$ cat src/rtl/snf_pkg.sv
package snf_pkg;
   localparam int unsigned BASE_LSB = 12;   // finest granule: 4 KB
   localparam int unsigned TOP_LSB  = 28;   // coarsest granule: 256 MB

   typedef enum logic [1:0] {
      SNP_OFF  = 2'b00,
      SNP_RSVD = 2'b01,
      SNP_MISS = 2'b10,   // snoop when outside the window
      SNP_HIT  = 2'b11    // snoop when inside the window
   } snp_mode_e;

   // Lowest compared address bit for a range code
   function automatic int unsigned range_lsb(input logic [2:0] code);
      if (code[2] == 1'b0) return BASE_LSB + 4 * int'(code);
      else                 return 21 + int'(code);
   endfunction
endpackage

$ cat src/rtl/snf_regs.sv
module snf_regs
   import snf_pkg::*;
#(
   parameter int unsigned ADDR_W = 32
) (
   input  logic              clk,
   input  logic              rst_n,
   input  logic              we,
   input  logic              sel,
   input  logic [ADDR_W-1:0] wdata,
   output logic [ADDR_W-1:0] rdata,
   output snp_mode_e         mode,
   output logic [2:0]        range_code,
   output logic [ADDR_W-1:0] base
);
   localparam int unsigned BASE_W = ADDR_W - BASE_LSB;
   localparam int unsigned RSVD_W = ADDR_W - 5;

   logic [1:0]        mode_q;
   logic [2:0]        range_q;
   logic [BASE_W-1:0] base_q;

   always_ff @(posedge clk or negedge rst_n) begin
      if (!rst_n) begin
         mode_q  <= 2'b00;
         range_q <= 3'b000;
         base_q  <= '0;
      end else if (we) begin
         if (sel) base_q <= wdata[ADDR_W-1:BASE_LSB];
         else begin
            mode_q  <= wdata[1:0];
            range_q <= wdata[4:2];
         end
      end
   end

   assign mode       = snp_mode_e'(mode_q);
   assign range_code = range_q;
   assign base       = {base_q, {BASE_LSB{1'b0}}};
   assign rdata      = sel ? base : {{RSVD_W{1'b0}}, range_q, mode_q};

   AST_CTRL_WRITE_LANDS: assert property (@(posedge clk) disable iff (!rst_n)
      (we && !sel) |=> ({range_code, mode} == $past(wdata[4:0])));
   AST_BASE_WRITE_LANDS: assert property (@(posedge clk) disable iff (!rst_n)
      (we && sel) |=> (base[ADDR_W-1:BASE_LSB] == $past(wdata[ADDR_W-1:BASE_LSB])));
   AST_REG_HOLD: assert property (@(posedge clk) disable iff (!rst_n)
      !we |=> ($stable(base) && $stable(mode) && $stable(range_code)));
endmodule

$ cat src/rtl/snf_mask_gen.sv
module snf_mask_gen
   import snf_pkg::*;
#(
   parameter int unsigned ADDR_W = 32
) (
   input  logic [2:0]        range_code,
   output logic [ADDR_W-1:0] mask
);
   int unsigned lsb;
   always_comb lsb = range_lsb(range_code);

   for (genvar i = 0; i < ADDR_W; i++) begin : g_bit
      if (i < BASE_LSB) begin : g_never
         assign mask[i] = 1'b0;
      end else if (i >= TOP_LSB) begin : g_always
         assign mask[i] = 1'b1;
      end else begin : g_sel
         assign mask[i] = (32'(i) >= lsb);
      end
   end
endmodule

$ cat src/rtl/snf_decide.sv
module snf_decide
   import snf_pkg::*;
#(
   parameter int unsigned ADDR_W = 32
) (
   input  logic              clk,
   input  logic              rst_n,
   input  logic              req_valid,
   input  logic [ADDR_W-1:0] req_addr,
   input  logic [ADDR_W-1:0] base,
   input  logic [ADDR_W-1:0] mask,
   input  snp_mode_e         mode,
   output logic              dec_valid,
   output logic              dec_snoop
);
   logic in_window;
   logic snoop_d;

   assign in_window = (((req_addr ^ base) & mask) == '0);

   always_comb begin
      unique case (mode)
         SNP_MISS: snoop_d = !in_window;
         SNP_HIT:  snoop_d = in_window;
         default:  snoop_d = 1'b0;
      endcase
   end

   always_ff @(posedge clk or negedge rst_n) begin
      if (!rst_n) begin
         dec_valid <= 1'b0;
         dec_snoop <= 1'b0;
      end else begin
         dec_valid <= req_valid;
         dec_snoop <= req_valid & snoop_d;
      end
   end

   AST_DEC_FOLLOWS_REQ: assert property (@(posedge clk) disable iff (!rst_n)
      req_valid |=> dec_valid);
   AST_DEC_IDLE: assert property (@(posedge clk) disable iff (!rst_n)
      !req_valid |=> !dec_valid);
   AST_SNOOP_QUALIFIED: assert property (@(posedge clk) disable iff (!rst_n)
      dec_snoop |-> dec_valid);
   AST_QUIET_MODES: assert property (@(posedge clk) disable iff (!rst_n)
      (req_valid && !mode[1]) |=> !dec_snoop);
   AST_HIT_FAR_AWAY: assert property (@(posedge clk) disable iff (!rst_n)
      (req_valid && mode == SNP_HIT && req_addr[ADDR_W-1:TOP_LSB] != base[ADDR_W-1:TOP_LSB])
      |=> !dec_snoop);
   AST_MISS_FAR_AWAY: assert property (@(posedge clk) disable iff (!rst_n)
      (req_valid && mode == SNP_MISS && req_addr[ADDR_W-1:TOP_LSB] != base[ADDR_W-1:TOP_LSB])
      |=> dec_snoop);
endmodule

$ cat src/rtl/snoop_range_filter.sv
module snoop_range_filter
   import snf_pkg::*;
#(
   parameter int unsigned ADDR_W = 32
) (
   input  logic              clk,
   input  logic              rst_n,
   input  logic              reg_we,
   input  logic              reg_sel,
   input  logic [ADDR_W-1:0] reg_wdata,
   output logic [ADDR_W-1:0] reg_rdata,
   input  logic              req_valid,
   input  logic [ADDR_W-1:0] req_addr,
   output logic              dec_valid,
   output logic              dec_snoop
);
   if (ADDR_W <= TOP_LSB) begin : g_bad_width
      $error("snoop_range_filter: ADDR_W must exceed the coarsest range boundary");
   end

   snp_mode_e         mode;
   logic [2:0]        range_code;
   logic [ADDR_W-1:0] base;
   logic [ADDR_W-1:0] mask;

   snf_regs #(.ADDR_W(ADDR_W)) u_regs (
      .clk(clk), .rst_n(rst_n), .we(reg_we), .sel(reg_sel),
      .wdata(reg_wdata), .rdata(reg_rdata),
      .mode(mode), .range_code(range_code), .base(base)
   );

   snf_mask_gen #(.ADDR_W(ADDR_W)) u_mask (
      .range_code(range_code), .mask(mask)
   );

   snf_decide #(.ADDR_W(ADDR_W)) u_decide (
      .clk(clk), .rst_n(rst_n), .req_valid(req_valid), .req_addr(req_addr),
      .base(base), .mask(mask), .mode(mode),
      .dec_valid(dec_valid), .dec_snoop(dec_snoop)
   );
endmodule

$ cat config.mk
export PLATFORM = sky130hd
export DESIGN_NAME = snoop_range_filter
export DESIGN_NICKNAME = d
export VERILOG_FILES = /design/src/rtl/snf_pkg.sv /design/src/rtl/snf_regs.sv /design/src/rtl/snf_mask_gen.sv /design/src/rtl/snf_decide.sv /design/src/rtl/snoop_range_filter.sv
export SDC_FILE = /design/constraint.sdc
export NUM_CORES = 1
export LEC_CHECK = 0
export BUFFER_PORTS_ARGS = -buffer_cell sky130_fd_sc_hd__buf_2
export CELL_PAD_IN_SITES_DETAIL_PLACEMENT = 2
export CELL_PAD_IN_SITES_GLOBAL_PLACEMENT = 2
export CORE_UTILIZATION = 21
export CTS_CLUSTER_SIZE = 25
export DETAILED_ROUTE_END_ITERATION = 10
export HOLD_SLACK_MARGIN = 0.1
export PLACE_DENSITY_LB_ADDON = 0.1
export REMOVE_ABC_BUFFERS = 1
export SLEW_MARGIN = 20
export SYNTH_ARGS = -nofsm -noshare
export SYNTH_HDL_FRONTEND = slang
export SYNTH_SLANG_ARGS = --single-unit
$ cat constraint.sdc
create_clock -name clk -period 1.7 [get_ports clk]
set_input_delay 0.425 -clock clk [delete_from_list [all_inputs] [get_ports clk]]
set_output_delay 0.425 -clock clk [all_outputs]
set_load 0.01 [all_outputs]
# After elaboration in Yosys (flattened, before gate mapping)
# Cells that the tools add are included.
[word_totals]
reg_bits = 27
input_bits = 69
word_cells = 36
output_inout_bits = 34
[op_classes]
n_mux = 3
eq_ne = 2
add_sub_neg = 2
bitwise_logic = 4
magnitude_cmp = 16
n_reduce_logical = 4
[op_table]
columns = ["cell", "count"]
rows = [
  ["5-bit by 32-bit greater-or-equal comparator with 1-bit output (first input constant)", 12],
  ["4-bit by 32-bit greater-or-equal comparator with 1-bit output (first input constant)", 4],
  ["32-bit 2-to-1 mux", 2],
  ["32-bit bitwise AND", 1],
  ["32-bit logical NOT", 1],
  ["32-bit bitwise XOR", 1],
  ["4-bit by 5-bit adder with 6-bit output (first input constant)", 1],
  ["5-bit by 3-bit adder with 6-bit output (first input constant)", 1],
  ["2-bit equality test (second input constant)", 2],
  ["2-bit AND reduction", 2],
  ["1-bit one-hot mux with 2 select lines", 1],
  ["1-bit bitwise AND", 1],
  ["1-bit logical NOT", 1],
  ["1-bit inverter", 1],
]

# Logic depth before layout (Yosys ltp)
[logic_depth]
ltp_word = 8
mapped_depth = 7
depth_no_buf = 7

# Modules after synthesis
# From an unflattened synthesis, not the netlist that was laid out.
[hier_totals]
hier_cells = 204
area_unflattened_um2 = 2125.8
[by_module_without_submodules]
columns = ["module", "cells_per_inst", "instances", "area_each_um2", "seq_area_each_um2"]
rows = [
  ["snf_regs", 101, 1, 1268.7, 625.6],
  ["snf_decide", 58, 1, 510.5, 50.0],
  ["snf_mask_gen", 45, 1, 346.6, 0.0],
]

# Worst setup path before layout
# Ideal clock, no wire load.
[synth_timing]
path_kind = "register to register"
from = "register u_regs.range_q[0] (netlist: u_regs.range_code[0])"
to = "register u_decide.dec_snoop"
arrival_ps = 1583
required_ps = 1621
period_less_slack_ps = 1662
n_path_buf = 0
setup_ps = 79
stages_incl_launch_ff = 8
path_slack_ps = 38
cell_sequence = "dfrtp_1 inv_1 ha_1 nor2b_1 o21ai_0 a31oi_1 nor4_2 mux2i_1"
[synth_between]
elab_chain_cells = 8
word_cells_on_any_way = 24
cone_classes = "add/sub (2); order compare (16); mux (2); bitwise (2); reduce/logical (2)"
[synth_rtl]
columns = ["item", "line", "text"]
rows = [
  ["start: declaration", "snf_regs.sv:20", "logic [2:0] range_q;"],
  ["start signal: assignment", "snf_regs.sv:32", "range_q <= wdata[4:2];"],
  ["5-bit by 3-bit adder with 6-bit output / 4-bit by 5-bit adder with 6-bit output (equally long branches)", "snf_pkg.sv:15, snf_pkg.sv:14", ""],
  ["32-bit 2-to-1 mux (*)", "snf_pkg.sv:14", "if (code[2] == 1'b0) return BASE_LSB + 4 * int'(code);"],
  ["4-bit by 32-bit greater-or-equal comparator with 1-bit output / 5-bit by 32-bit greater-or-equal comparator with 1-bit output (equally long branches)", "snf_mask_gen.sv:18", "assign mask[i] = (32'(i) >= lsb);"],
  ["32-bit bitwise AND (*)", "snf_decide.sv:19", "assign in_window = (((req_addr ^ base) & mask) == '0);"],
  ["32-bit logical NOT (*)", "snf_decide.sv:19", ""],
  ["1-bit logical NOT", "snf_decide.sv:23", "SNP_MISS: snoop_d = !in_window;"],
  ["1-bit one-hot mux with 2 select lines (*)", "snf_decide.sv:22", "unique case (mode)"],
  ["1-bit bitwise AND (*)", "snf_decide.sv:35", "dec_snoop <= req_valid & snoop_d;"],
  ["end signal: assignment", "snf_decide.sv:35", ""],
  ["end: declaration", "snf_decide.sv:14", "output logic dec_snoop"],
]
# Mark *: on every way between the ends. The rest lies on a longest branch, timed or not.
# A chain may end at the register's enable or synchronous reset.

# Worst setup path after layout
# Same ends and word-level chain as after synthesis.

==> results.txt <==
Syn_area_per_cell: 10.78 sq um
Setup violators final: 1
CP top delay family: simple AND/OR/NAND/NOR gates
Ant. Diodes: 0
Number of hold buffers added after CTS: 0
Initial DRC count: 12
Startpoint type of the worst setup path: register
Worst-Skew Late Latency: 280 ps
Peak supply drop: 0.3473 mV
Row count: 31
CTS tree: done
Min-Delay Path Class: in -> async
Routed vias: 1391
Detailed-route DRC error count: 0
Maxcap violations: 0
# fillers: 838
Die height: 88.58 microns
Crit share post-route: 103.2%
FF-to-FF path depth: 8
First-pass iteration count of the detailed router: 2
First-pass GRT wire length: 7.479 mm
Layout Skew: 5.110 ps
Clock Tree Buf Depth: 2
H-tree Lvls: 1
CTS Buf Count: 3
Crit path cell chain: inv_2, ha_4, buf_6, nand2_2, a21oi_4, a31oi_4, nor4_4, mux2i_1
Final min period: 1755 ps
CP arrival: 1960 ps
Reg clk slew, reported paths: 100 ps
Die area: 0.007846 sq mm
Routed length per instance: 14.46 microns
Number of distinct library cells after synthesis: 29
Initial Util: 21.70%
Grt ovf: 0
Crit path capture type: register
Critical path class: reg -> reg
LEAKAGE: 1.114 nW
Max Freq: 569.8 MHz
Largest area contributor in the netlist: dfrtp_1
Dominant cells by area after synthesis: dfrtp_1 43%, mux2_2 16%, xor2_1 9.5%
IO buf count: 76
Worst EP required: 1900 ps
Gr usage total: 12.79%
Area grow syn2layout: 47.69%
Flops & latches, synth: 27
Power Density: 815.3 mW/mm^2
FF-to-FF setup slack: -60 ps
Final core utilization: 32.05%
Nets: 310
Crit path max fanout: 3
Final Max Slew Viols: 0
Slowest-stage cell, CP: dfrtp_1
Most frequent cells in the layout: 76 x buf_2, 26 x dfrtp_1, 22 x mux2_2
Netlist Area Pre-Place: 0.001574 sq mm
DR vias/cell: 4.128
Layout cells sized above 1: 57.98%
Yosys warning total: 0
Antenna Violating Nets Remaining: 0
Area occupied by multi-input gates: 912.1 sq um
Fin. Hold Viols: 0
RR Endpoint: u_decide.dec_snoop$_DFF_PN0_
Sequential cell area: 676.9 sq um
Initial antenna violation count: 0
Crit. Startpoint: u_regs.range_code[0]$_DFFE_PN0P_
GP Congestion: 0.7679
Dpl ws: -230.2 ps
Post-DP HPWL: 3.776 mm
Area of the core: 0.007253 sq mm
CP bufs+invs: 2
Clock Tree Root: clkbuf_8
Die width: 88.58 microns
Slew of the pin with the lowest slew margin: 660.8 ps
Final setup margin: -55.11 ps
Vias in the first global route: 1511
Crit path largest cell delay: 380 ps
Relative slew margins: 55.95%
Top-area cell type share of the netlist area: 42.93%
Seq/Total Area, Yosys: 42.93%
# IOs: 103
Total Wirelength: 4.872 mm
Status: finished with violations
Critical R2R Launch: u_regs.range_code[0]$_DFFE_PN0P_
Failing checks: negative setup slack
Clk sink count: 27
Pin count of the biggest net entering global routing: 28
Most common cell after layout, fill and taps aside: buf_2
RSZ-0062 raised after global routing: yes
Mapped Cells: 146
==> final cells by class <==
type	count	share of cell area [%]
repair buffers	95	23.90
flip-flops and latches	27	29.12
multi-input cells	109	39.24
inverters	3	0.4844
clock buffers	4	1.938
well taps	99	5.328
==> cells in the mapped netlist <==
cell      count
nor4_1        2
xor2_1       17
conb_1        1
and2_1       19
mux2i_1       1
nor2b_1       4
a21oi_1       2
a211oi_1      1
nor2_1        4
nor4_2        3
buf_4         7
xnor2_1       3
o21ai_0       6
and2_2        1
dfrtp_1      27
nand3_1       1
buf_1         1
a41oi_1       1
a31oi_1       1
nand3b_1      2
nand2_1       8
buf_2         2
mux2_2       22
inv_1         3
o31ai_1       1
ha_1          2
clkbuf_2      1
clkbuf_1      2
a41o_1        1
==> worst max-delay path by stage <==
stage | to | slack (ps) | cells after the start
2_1_floorplan | u_decide.dec_snoop$_DFF_PN0_ | 40 | 7
3_3_place_gp | u_decide.dec_snoop$_DFF_PN0_ | -270 | 7
3_5_place_dp | u_decide.dec_snoop$_DFF_PN0_ | -230 | 7
4_1_cts | u_decide.dec_snoop$_DFF_PN0_ | -40 | 7
5_1_grt | u_decide.dec_snoop$_DFF_PN0_ | -190 | 8
6_report | u_decide.dec_snoop$_DFF_PN0_ | -60 | 8
==> report_power, final <==
| group | internal (W) | switching, W | total [W] |
|---|---|---|---|
| sequential | 0.000733 | 0.0000804 | 0.000813 |
| clock | 0.000168 | 0.000212 | 0.000380 |
| combinational | 0.000374 | 0.000328 | 0.000702 |
==> flip-flops by register name, summed over array words and instances (netlist names) <==
register	cells
u_regs.base_q	20
u_regs.mode	2
u_decide.dec_snoop	1
u_decide.dec_valid	1
u_regs.range_code	3
==> repair_timing <==
item | CTS | global route
buffers inserted | 3 | 3
pin swaps | 5 | 4
gates resized for setup | 10 | 11
setup endpoints to repair | 1 | 3
cloned | 0 | 0
==> per-stage QoR <==
step | std cells | setup TNS, ps | area, sq um | power [W] | hold slack [ps]
5_1_grt | 337 | -191.5 | 2325 | 0.002026 | 208.9
4_1_cts | 334 | -43.29 | 2260 | 0.001879 | 186.2
3_3_place_gp | 327 | -268.6 | 2145 | 0.001383 | 494.1
6_report | 337 | -55.11 | 2325 | 0.001895 | 167.7
2_1_floorplan | 139 | 0 | 1518 | 0.001123 | 129.4
3_5_place_dp | 327 | -230.2 | 2145 | 0.001418 | 505.9
==> layer usage <==
metal / vias up / GRT usage [%] / share of wire (%)
met5: - / 0 / 0
met4: 0 / 4.399 / 1.7
met3: 9 / 2.052 / 4.5
met2: 47 / 23.92 / 54
met1: 678 / 14.69 / 40
li1: 657 / - / -
==> worst reg2reg max path, delay by kind of cell (launching register included) <==
family                   cells  cell delay [ps]
AND/OR/NAND/NOR              2              390
buffers and inverters        2              160
AO/OA/AOI/OAI                2              270
multiplexers                 1              210
flip-flops                   1              380
adder cells (fa/ha/maj)      1              280
==> cells by family after synthesis <==
| family | after synthesis | share of synthesized area [%] |
|---|---|---|
| AOI/OAI and AO/OA | 13 | 5.088 |
| xor gates and xnor gates | 20 | 11.13 |
| adders and majority gates | 2 | 1.590 |
| buffers and inverters | 16 | 5.723 |
| DFF | 27 | 42.93 |
| muxes | 23 | 16.38 |
| other | 1 | 0.2382 |
| and+or+nand+nor | 44 | 16.93 |
No activity file was read; power rests on OpenSTA's default activity.
